**src/rtl/bpk_pkg.sv**
```systemverilog
// Shared definitions for the byte-packing buffer.
// Assumes bytes are 8 bits and a CPU word is two bytes.
package bpk_pkg;
    localparam int BYTE_W = 8;
    localparam int WORD_W = 2 * BYTE_W;
    typedef logic [BYTE_W-1:0] byte_t;
endpackage

```
**src/rtl/bpk_tx_stack.sv**
```systemverilog
// Transmit byte store. CPU writes shift new bytes into the low end and the
// engine takes the oldest byte from position level-1.
// Assumes word and byte write strobes are not raised together (word wins).
module bpk_tx_stack
    import bpk_pkg::*;
#(
    parameter int DEPTH = 4
) (
    input  logic                          clk,
    input  logic                          rst_n,
    input  logic                          swap,
    input  logic                          wr_word,
    input  logic                          wr_byte,
    input  logic [WORD_W-1:0]             wdata,
    input  logic                          pop,
    output byte_t                         pop_byte,
    output logic [$clog2(DEPTH+1)-1:0]    level,
    output logic                          underflow,
    output logic                          ready
);
    localparam int CW = $clog2(DEPTH+1);
    localparam int IW = (DEPTH > 1) ? $clog2(DEPTH) : 1;

    logic [DEPTH-1:0][BYTE_W-1:0] mem, nxt;
    logic [CW-1:0] level_q, top_idx;
    logic          take, empty_pop, acc_word, acc_byte, any_wr;
    byte_t         first_b, second_b;

    // Acceptance decisions, byte ordering and the oldest-byte view.
    always_comb begin
        take      = pop && (level_q != '0);
        empty_pop = pop && (level_q == '0);
        acc_word  = wr_word && (level_q <= CW'(DEPTH-2));
        acc_byte  = !wr_word && wr_byte && (level_q <= CW'(DEPTH-1));
        any_wr    = wr_word || wr_byte;
        first_b   = swap ? wdata[WORD_W-1:BYTE_W] : wdata[BYTE_W-1:0];
        second_b  = swap ? wdata[BYTE_W-1:0] : wdata[WORD_W-1:BYTE_W];
        top_idx   = level_q - CW'(1);
        pop_byte  = (level_q == '0) ? '0 : mem[top_idx[IW-1:0]];
    end

    // Per-lane next value: shift by two for a word, by one for a byte.
    for (genvar i = 0; i < DEPTH; i++) begin : g_lane
        byte_t word_in, byte_in;
        if (i >= 2) begin : g_wshift
            assign word_in = mem[i-2];
        end else if (i == 1) begin : g_wfirst
            assign word_in = first_b;
        end else begin : g_wsecond
            assign word_in = second_b;
        end
        if (i >= 1) begin : g_bshift
            assign byte_in = mem[i-1];
        end else begin : g_bnew
            assign byte_in = wdata[BYTE_W-1:0];
        end
        assign nxt[i] = acc_word ? word_in : (acc_byte ? byte_in : mem[i]);
    end

    // Store, level and flag registers.
    always_ff @(posedge clk) begin
        if (!rst_n) begin
            mem       <= '0;
            level_q   <= '0;
            underflow <= 1'b0;
            ready     <= 1'b0;
        end else begin
            mem     <= nxt;
            level_q <= level_q + (acc_word ? CW'(2) : (acc_byte ? CW'(1) : CW'(0)))
                               - (take ? CW'(1) : CW'(0));
            if (empty_pop) begin
                underflow <= 1'b1;
                ready     <= 1'b1;
            end else if (any_wr) begin
                underflow <= 1'b0;
                ready     <= 1'b0;
            end
        end
    end

    assign level = level_q;

    a_r2_word_adds_two: assert property (@(posedge clk) disable iff (!rst_n)
        wr_word && !pop && (level_q <= CW'(DEPTH-2)) |=> level_q == CW'($past(level_q) + CW'(2)));
    a_r4_no_room_hold: assert property (@(posedge clk) disable iff (!rst_n)
        wr_word && !pop && (level_q > CW'(DEPTH-2)) |=> level_q == $past(level_q));
    a_r5_write_clears: assert property (@(posedge clk) disable iff (!rst_n)
        any_wr && !(pop && level_q == '0) |=> !underflow && !ready);
    a_r7_empty_pop: assert property (@(posedge clk) disable iff (!rst_n)
        pop && !wr_word && !wr_byte && (level_q == '0) |=> underflow && ready && level_q == '0);
    a_r6_pop_lowers: assert property (@(posedge clk) disable iff (!rst_n)
        pop && !wr_word && !wr_byte && (level_q != '0) |=> level_q == CW'($past(level_q) - CW'(1)));
endmodule

```
**src/rtl/bpk_rx_stack.sv**
```systemverilog
// Receive byte store. The engine writes each byte at position level, and a
// CPU read takes positions 0 and 1 and shifts the rest down by two.
// Assumes positions at or above level always hold zero.
module bpk_rx_stack
    import bpk_pkg::*;
#(
    parameter int DEPTH = 4
) (
    input  logic                          clk,
    input  logic                          rst_n,
    input  logic                          swap,
    input  logic                          rd_word,
    output logic [WORD_W-1:0]             rdata,
    input  logic                          push,
    input  byte_t                         push_byte,
    output logic [$clog2(DEPTH+1)-1:0]    level,
    output logic                          overrun,
    output logic                          ready,
    output logic                          short_read
);
    localparam int CW = $clog2(DEPTH+1);
    localparam int IW = (DEPTH > 1) ? $clog2(DEPTH) : 1;

    logic [DEPTH-1:0][BYTE_W-1:0] mem, shifted, nxt;
    logic [CW-1:0] level_q, consume, base;
    logic          rd_any, fits, store;

    // Read-first consumption, then placement of a pushed byte.
    always_comb begin
        rd_any  = rd_word && (level_q != '0);
        consume = rd_any ? ((level_q >= CW'(2)) ? CW'(2) : CW'(1)) : '0;
        base    = level_q - consume;
        fits    = base < CW'(DEPTH);
        store   = push && fits;
        shifted = rd_any ? (mem >> WORD_W) : mem;
        nxt     = shifted;
        if (store) nxt[base[IW-1:0]] = push_byte;
        rdata   = swap ? {mem[0], mem[1]} : {mem[1], mem[0]};
    end

    // Store, level and flag registers.
    always_ff @(posedge clk) begin
        if (!rst_n) begin
            mem        <= '0;
            level_q    <= '0;
            overrun    <= 1'b0;
            ready      <= 1'b0;
            short_read <= 1'b0;
        end else begin
            mem        <= nxt;
            level_q    <= base + (store ? CW'(1) : CW'(0));
            short_read <= rd_word && (level_q == CW'(1));
            if (push && !fits) overrun <= 1'b1;
            else if (rd_word)  overrun <= 1'b0;
            if (push)          ready <= 1'b1;
            else if (rd_word)  ready <= 1'b0;
        end
    end

    assign level = level_q;

    a_r8_push_adds: assert property (@(posedge clk) disable iff (!rst_n)
        push && !rd_word && (level_q < CW'(DEPTH)) |=> ready && level_q == CW'($past(level_q) + CW'(1)));
    a_r9_overflow_holds: assert property (@(posedge clk) disable iff (!rst_n)
        push && !rd_word && (level_q == CW'(DEPTH)) |=> overrun && ready && level_q == CW'(DEPTH));
    a_r11_read_clears: assert property (@(posedge clk) disable iff (!rst_n)
        rd_word && !push |=> !ready && !overrun);
    a_r12_short_pulse: assert property (@(posedge clk) disable iff (!rst_n)
        rd_word && !push && (level_q == CW'(1)) |=> short_read && level_q == '0);
    a_r12_no_pulse_idle: assert property (@(posedge clk) disable iff (!rst_n)
        !rd_word |=> !short_read);
endmodule

```
**src/rtl/byte_pack_buffer.sv**
```systemverilog
// Top of the byte-packing buffer: one transmit store and one receive store
// sharing the byte-order select. Holds no logic of its own.
module byte_pack_buffer
    import bpk_pkg::*;
#(
    parameter int DEPTH = 4,
    localparam int CW = $clog2(DEPTH+1)
) (
    input  logic              clk,
    input  logic              rst_n,
    input  logic              order_swap,
    input  logic              cpu_wr_word,
    input  logic              cpu_wr_byte,
    input  logic [WORD_W-1:0] cpu_wdata,
    input  logic              cpu_rd_word,
    output logic [WORD_W-1:0] cpu_rdata,
    input  logic              eng_tx_pop,
    output logic [BYTE_W-1:0] eng_tx_byte,
    input  logic              eng_rx_push,
    input  logic [BYTE_W-1:0] eng_rx_byte,
    output logic [CW-1:0]     tx_level,
    output logic [CW-1:0]     rx_level,
    output logic              tx_underflow,
    output logic              tx_ready,
    output logic              rx_overrun,
    output logic              rx_ready,
    output logic              rx_short_read
);
    bpk_tx_stack #(.DEPTH(DEPTH)) u_tx (
        .clk       (clk),
        .rst_n     (rst_n),
        .swap      (order_swap),
        .wr_word   (cpu_wr_word),
        .wr_byte   (cpu_wr_byte),
        .wdata     (cpu_wdata),
        .pop       (eng_tx_pop),
        .pop_byte  (eng_tx_byte),
        .level     (tx_level),
        .underflow (tx_underflow),
        .ready     (tx_ready)
    );

    bpk_rx_stack #(.DEPTH(DEPTH)) u_rx (
        .clk        (clk),
        .rst_n      (rst_n),
        .swap       (order_swap),
        .rd_word    (cpu_rd_word),
        .rdata      (cpu_rdata),
        .push       (eng_rx_push),
        .push_byte  (eng_rx_byte),
        .level      (rx_level),
        .overrun    (rx_overrun),
        .ready      (rx_ready),
        .short_read (rx_short_read)
    );
endmodule

```
**config.mk**
```make
export PLATFORM = sky130hd
export DESIGN_NAME = byte_pack_buffer
export DESIGN_NICKNAME = d
export VERILOG_FILES = /design/src/rtl/bpk_pkg.sv /design/src/rtl/bpk_tx_stack.sv /design/src/rtl/bpk_rx_stack.sv /design/src/rtl/byte_pack_buffer.sv
export SDC_FILE = /design/constraint.sdc
export NUM_CORES = 1
export LEC_CHECK = 0
export ABC_AREA = 1
export BUFFER_PORTS_ARGS = -buffer_cell sky130_fd_sc_hd__clkbuf_2
export CORE_MARGIN = 10
export CORE_UTILIZATION = 64
export CTS_BUF_LIST = sky130_fd_sc_hd__clkbuf_2 sky130_fd_sc_hd__clkbuf_4 sky130_fd_sc_hd__clkbuf_8
export DETAILED_ROUTE_END_ITERATION = 10
export PLACE_DENSITY = 0.94
export SLEW_MARGIN = 5
export SYNTH_ARGS = -nofsm -noshare
export SYNTH_HDL_FRONTEND = slang
export SYNTH_SLANG_ARGS = --single-unit
export TNS_END_PERCENT = 20
```
**constraint.sdc**
```tcl
create_clock -name clk -period 4.22 [get_ports clk]
set_input_delay 0.844 -clock clk [delete_from_list [all_inputs] [get_ports clk]]
set_output_delay 0.844 -clock clk [all_outputs]
set_load 0.005 [all_outputs]
```
Yosys cells after proc, flatten, opt, wreduce, memory -nomap -nowiden
Cells that the tools add are included.
W data, S select, Z words.
{ "op_classes": {"bitwise_logic": 0, "shifts": 0, "n_eq_ne": 1, "magnitude_cmp": 7, "mux": 30, "mul": 0, "div_mod_pow": 0, "reduce_logical": 20, "add_sub_neg": 5} }
{ "op_table": {"columns": ["operator", "n"], "rows": [
  ["$mux W8", 13],
  ["$mux W32", 2],
  ["$bwmux W32", 1],
  ["$bmux W8 S2", 1],
  ["$demux W8 S2", 1],
  ["$mux W16", 1],
  ["$logic_and A1 B1 Y1", 10],
  ["$mux W1", 8],
  ["$reduce_bool A2 Y1", 4],
  ["$add A3 B3 Y3", 2],
  ["$le A3 B2 Y1 const B", 2],
  ["$lt A2 B3 Y1 const B", 2],
  ["$mux W3", 2],
  ["$reduce_bool A3 Y1", 2],
  ["$sub A3 B3 Y3", 2],
  ["$eq A3 B1 Y1 const B", 1],
  ["$ge A3 B2 Y1 const B", 1],
  ["$logic_not A3 Y1", 1],
  ["$lt A3 B3 Y1 const B", 1],
  ["$ge A2 B1 Y1 const B", 1],
  ["$logic_not A1 Y1", 2],
  ["$mux W2", 1],
  ["$sub A2 B1 Y2 const B", 1],
  ["$logic_or A1 B1 Y1", 1]
]} }
{ "totals": {"memories": 0, "latch_bits": 0, "rom_bits": 0, "in_bits": 32, "regBits": 74, "word_cells": 77, "ram_bits": 0} }

Logic depth before layout (Yosys ltp)
{ "logic_depth": {"word_depth": 10, "depth_mapped": 17, "depth_no_buf": 15} }

By module
Synthesis repeated with hierarchy kept, for this count alone.
{ "hier_totals": {"cells_unflattened": 745, "hier_area_um2": 4570.6} }
{ "by_module_without_submodules": {"columns": ["module", "area_each_um2", "seq_area_each_um2", "cells_per_inst", "instances"], "rows": [
  ["bpk_tx_stack", 2436.1, 720.7, 402, 1],
  ["bpk_rx_stack", 2134.5, 760.7, 343, 1]
]} }

Worst setup path before layout
OpenSTA, ideal clock, no wires.
{ "synth_path": {"kind": "input-to-reg", "startpoint": "in cpu_rd_word", "endpoint": "reg u_rx.mem[5] in the netlist's numbering", "arrival_ps": 2558, "setup_slack_ps": 1549, "path_buffers": 2, "stages": 12, "path_cell_list": "nand2_2 buf_4 nor2_1 ha_1 inv_1 fa_1 inv_1 nand4_2 buf_4 nand3_1 nand2_1 nor2_1"} }
{ "synth_via": {"elab_chain_cells": 9, "word_cells_on_any_way": 13, "classes_between": "add/sub (1); order compare (3); mux (6); reduce/logical (3)"} }
{ "synth_lines": {"columns": ["element", "line", "rtl"], "rows": [
  ["from (decl)", "byte_pack_buffer.sv:15", "input logic cpu_rd_word,"],
  ["$logic_and A1 B1 Y1 (*)", "bpk_rx_stack.sv:30", "rd_any = rd_word && (level_q != '0);"],
  ["$mux W3", "bpk_rx_stack.sv:31", "consume = rd_any ? ((level_q >= CW'(2)) ? CW'(2) : CW'(1)) : '0;"],
  ["$sub A3 B3 Y3", "bpk_rx_stack.sv:32", "base = level_q - consume;"],
  ["$lt A2 B3 Y1 (not written as such) or $ge A2 B1 Y1 (tied branches)", "bpk_rx_stack.sv:37", "if (store) nxt[base[IW-1:0]] = push_byte;"],
  ["$logic_and A1 B1 Y1 (not written as such)", "bpk_rx_stack.sv:37", null],
  ["$mux W8 (not written as such)", "bpk_rx_stack.sv:37", null],
  ["$demux W8 S2", null, null],
  ["$bwmux W32", "bpk_rx_stack.sv:37", null],
  ["$mux W32 (*)", "bpk_rx_stack.sv:37", null],
  ["to (signal assigned)", "bpk_rx_stack.sv:50", "mem <= nxt;"],
  ["to (decl)", "bpk_rx_stack.sv:24", "logic [DEPTH-1:0][BYTE_W-1:0] mem, shifted, nxt;"]
]} }
Mark *: on every way between the ends. The rest lies on a longest branch, timed or not.
A chain may end at the register's enable or synchronous reset.

Worst setup path in the final report
{ "layout_path": {"startpoint": "reg u_tx.level_q[0], in the netlist u_tx.level[0]", "endpoint": "out eng_tx_byte[1]"} }
{ "layout_via": {"elab_chain_cells": 4, "word_cells_on_any_way": 5, "classes_between": "add/sub (1); mux (3); reduce/logical (1)"} }
{ "layout_lines": {"columns": ["element", "line", "rtl"], "rows": [
  ["from (decl)", "bpk_tx_stack.sv:25", "logic [CW-1:0] level_q, top_idx;"],
  ["from (signal assigned)", "bpk_tx_stack.sv:69", "level_q <= level_q + (acc_word ? CW'(2) : (acc_byte ? CW'(1) : CW'(0)))"],
  ["$sub A2 B1 Y2", "bpk_tx_stack.sv:38", "top_idx = level_q - CW'(1);"],
  ["$bmux W8 S2", "bpk_tx_stack.sv:39", "pop_byte = (level_q == '0) ? '0 : mem[top_idx[IW-1:0]];"],
  ["$mux W8 (not written as such)", "bpk_tx_stack.sv:39", null],
  ["$mux W8 (*)", "bpk_tx_stack.sv:39", null],
  ["to (decl)", "byte_pack_buffer.sv:18", "output logic [BYTE_W-1:0] eng_tx_byte,"]
]} }
Mark *: on every way between the ends. The rest lies on a longest branch, timed or not. The select of a mux whose other input is x is not followed.

==> flow_summary.ini <==
[pwr]
ir_drop_mv = 0.382
p_per_area_nw_per_um2 = 677
leakage_nw = 2.36

[placed_design]
portBuffers = 66
dp_slack_ns = 0.980
globalplace.congestion = 0.830
dpl.hpwl_mm = 7.62

[logic_synthesis]
yosysWarnings = 0
synth-edff-count = 0
post_synth_instance_area_um2 = 4310
ys.flop_type = dfxtp_1
yosysMostFrequentCell = nand2_1
synth_nets = 732
ys_ff_latch = 74
postSynthCellCount = 689
synth_top_area_frac = 0.344
synth_area_per_cell_um2 = 6.25
ys_top_cells_by_count = 218 x nand2_1, 120 x nor2_1, 74 x dfxtp_1, 65 x o21ai_0, 55 x inv_1
ys_top_cells_by_area = dfxtp_1 34%, nand2_1 19%, nor2_1 10%
yosysTopAreaCell = dfxtp_1
synthArstFlopShare = 0
synth.distinct_cells = 28
ys_seq_area_frac = 0.344

[worst_setup_path]
r2r_slack_ns = 1.20
r2r-end = u_tx.g_lane[3].byte_in[5]$_SDFFE_PN0P_
crit_fanout = 12
rr_startpoint = u_tx.level[0]$_SDFF_PN0_
critPathRequiredTime_ns = 3.38
reg2reg_depth = 10
cp-end-kind = output pin
start_kind = flop
cp_data_arrival_time_ns = 2.48
crit_type = reg -> out

[sta]
postLayoutSetupSlackWorst_ns = 0.898
rsz0062_at_grt = false
tightest_slew_ns = 0.633
clock_skew_ns = 0.0115
hold_viol_final = 0
slew_headroom = 0.576
timing.fmax_mhz = 301
setup_viol = 0
post-route-period-util = 0.787
final_max_slew_viol_count = 0
min_period_ns = 3.32
tns_ns = 0

[clocking]
cts_resized = 0
htreeDepth = 3
cts_buffers = 9
clk_latency_ns = 0.36
cts_tree = done
post_cts_buffers = 0
hold_buffers = 0
cts_buffer_depth = 2
numClockSinks = 74
clkSlewWorstSetupHoldPaths_ns = 0.08
clockRootBuffer = clkbuf_8

[grt]
grt_pass1_vias = 4256
grt_overflow = 0
grt_max_degree = 38
grt.total_usage = 0.212
antenna_found_initial = 0
grt_pass1_wl_mm = 18.4

[floorplanning]
die_h_um = 102
core_area_um2 = 6460
dieArea_um2 = 10400
ioPinCount = 67
start_util = 0.667
die_w_um = 102
rows = 29

[drt]
first_iter_violations = 230
viasPerCell = 5.44
firstDrtPassIters = 5
remaining_drc_errors = 0
avgRoutedWirePerCell_um = 13.4
final_antenna_net_count = 0
route.vias.total = 4420
wirelength_mm = 10.9

[hold_path]
holdCritStartpoint = u_rx.overrun$_SDFFE_PN0P_
hold_depth = 2
hold_end = u_rx.overrun$_SDFFE_PN0P_
hp-class = reg -> reg

[finish]
num-nets-final = 774
drive_above_1_share = 0.147
n_antenna_cell = 0
area_growth_pct = 9.84

[run]
drv_cap = 0

[status]
outcome = completed
logic make-up (layout without fill, tap and decap cells):
kind of cell               count (synthesis)  after routing  share of synthesized area
AOI/OAI and AO/OA                        108            108                      0.128
xor gates and xnor gates                   3              3                    0.00610
adders and majority gates                 11             11                     0.0354
buffers and inverters                     99            146                      0.108
DFF                                       74             74                      0.344
and+or+nand+nor                          394            394                      0.379
layout by cell type (no fill, tap or decap), types with 4 or more instances in the layout:
cell type  Yosys  routed
nand2_1      218     218
o21ai_0       65      65
buf_4         16       4
nand2_2        7       7
inv_2          5       5
o21ai_1        5       5
dfxtp_1       74      74
clkbuf_2       0      66
inv_1         55      55
clkbuf_8       0       9
ha_1           9       9
nand3_1       36      36
nor2_1       120     120
a21oi_1       37      37
power breakdown:
group | switching, W | internal, W
Clock | 0.000294 | 0.000283
Sequential | 0.000156 | 0.000904
Combinational | 0.00102 | 0.000546
Total | 0.00147 | 0.00173
per-stage QoR:
step                       util  total power, W  hold WS (ns)  instance area [µm²]  cells
after global placement    0.701         0.00254         0.448                 4530    797
final                     0.733         0.00320         0.475                 4730    813
after CTS                 0.733         0.00320         0.477                 4730    813
after floorplan               -         0.00225         0.456                 4310    689
after global routing      0.733         0.00347         0.505                 4730    813
after detailed placement  0.701         0.00262         0.465                 4530    797
state kept, by name, summed over array words and instances, names as in the netlist:
name,flops
u_rx.short_read,1
u_tx.mem,8
u_rx.mem,32
u_rx.level,3
u_tx.level,3
u_rx.ready,1
u_rx.overrun,1
u_tx.g_lane.byte_in,24
u_tx.underflow,1
area by class of cell:
cell class | instances | area, µm²
Timing Repair Buffer | 70 | 360
Tap cell | 77 | 96.3
Clock buffer | 9 | 124
Clock inverter | 7 | 83.8
Inverter | 60 | 225
Multi-Input combinational cell | 516 | 2360
Sequential cell | 74 | 1480
Fill cell | 506 | 1730
worst max-delay path: stages, from the launching register on:
cell	delay [ns]
dfxtp_1	0.62
inv_1	0.14
ha_1	0.50
inv_1	0.23
a21oi_1	0.15
o21ai_0	0.10
a21oi_1	0.23
clkbuf_2	0.16
worst max path at each step:
stage	to	start	depth (start not counted)
2_1_floorplan	u_rx.mem[5]$_SDFF_PN0_	cpu_rd_word	12
3_3_place_gp	u_rx.mem[1]$_SDFF_PN0_	cpu_rd_word	11
3_5_place_dp	u_rx.mem[9]$_SDFF_PN0_	cpu_rd_word	11
4_1_cts	eng_tx_byte[0]	u_tx.level[0]$_SDFF_PN0_	7
5_1_grt	eng_tx_byte[1]	u_tx.level[0]$_SDFF_PN0_	7
6_report	eng_tx_byte[1]	u_tx.level[0]$_SDFF_PN0_	7
layer usage:
metal | part of all wire | vias to the layer above | global-route usage
met5 | 0 | - | 0
met4 | 0.023 | 0 | 0.0846
met3 | 0.058 | 26 | 0.0432
met2 | 0.53 | 152 | 0.408
met1 | 0.39 | 2008 | 0.219
li1 | - | 2234 | -
Power figures use the tool's default switching activity.
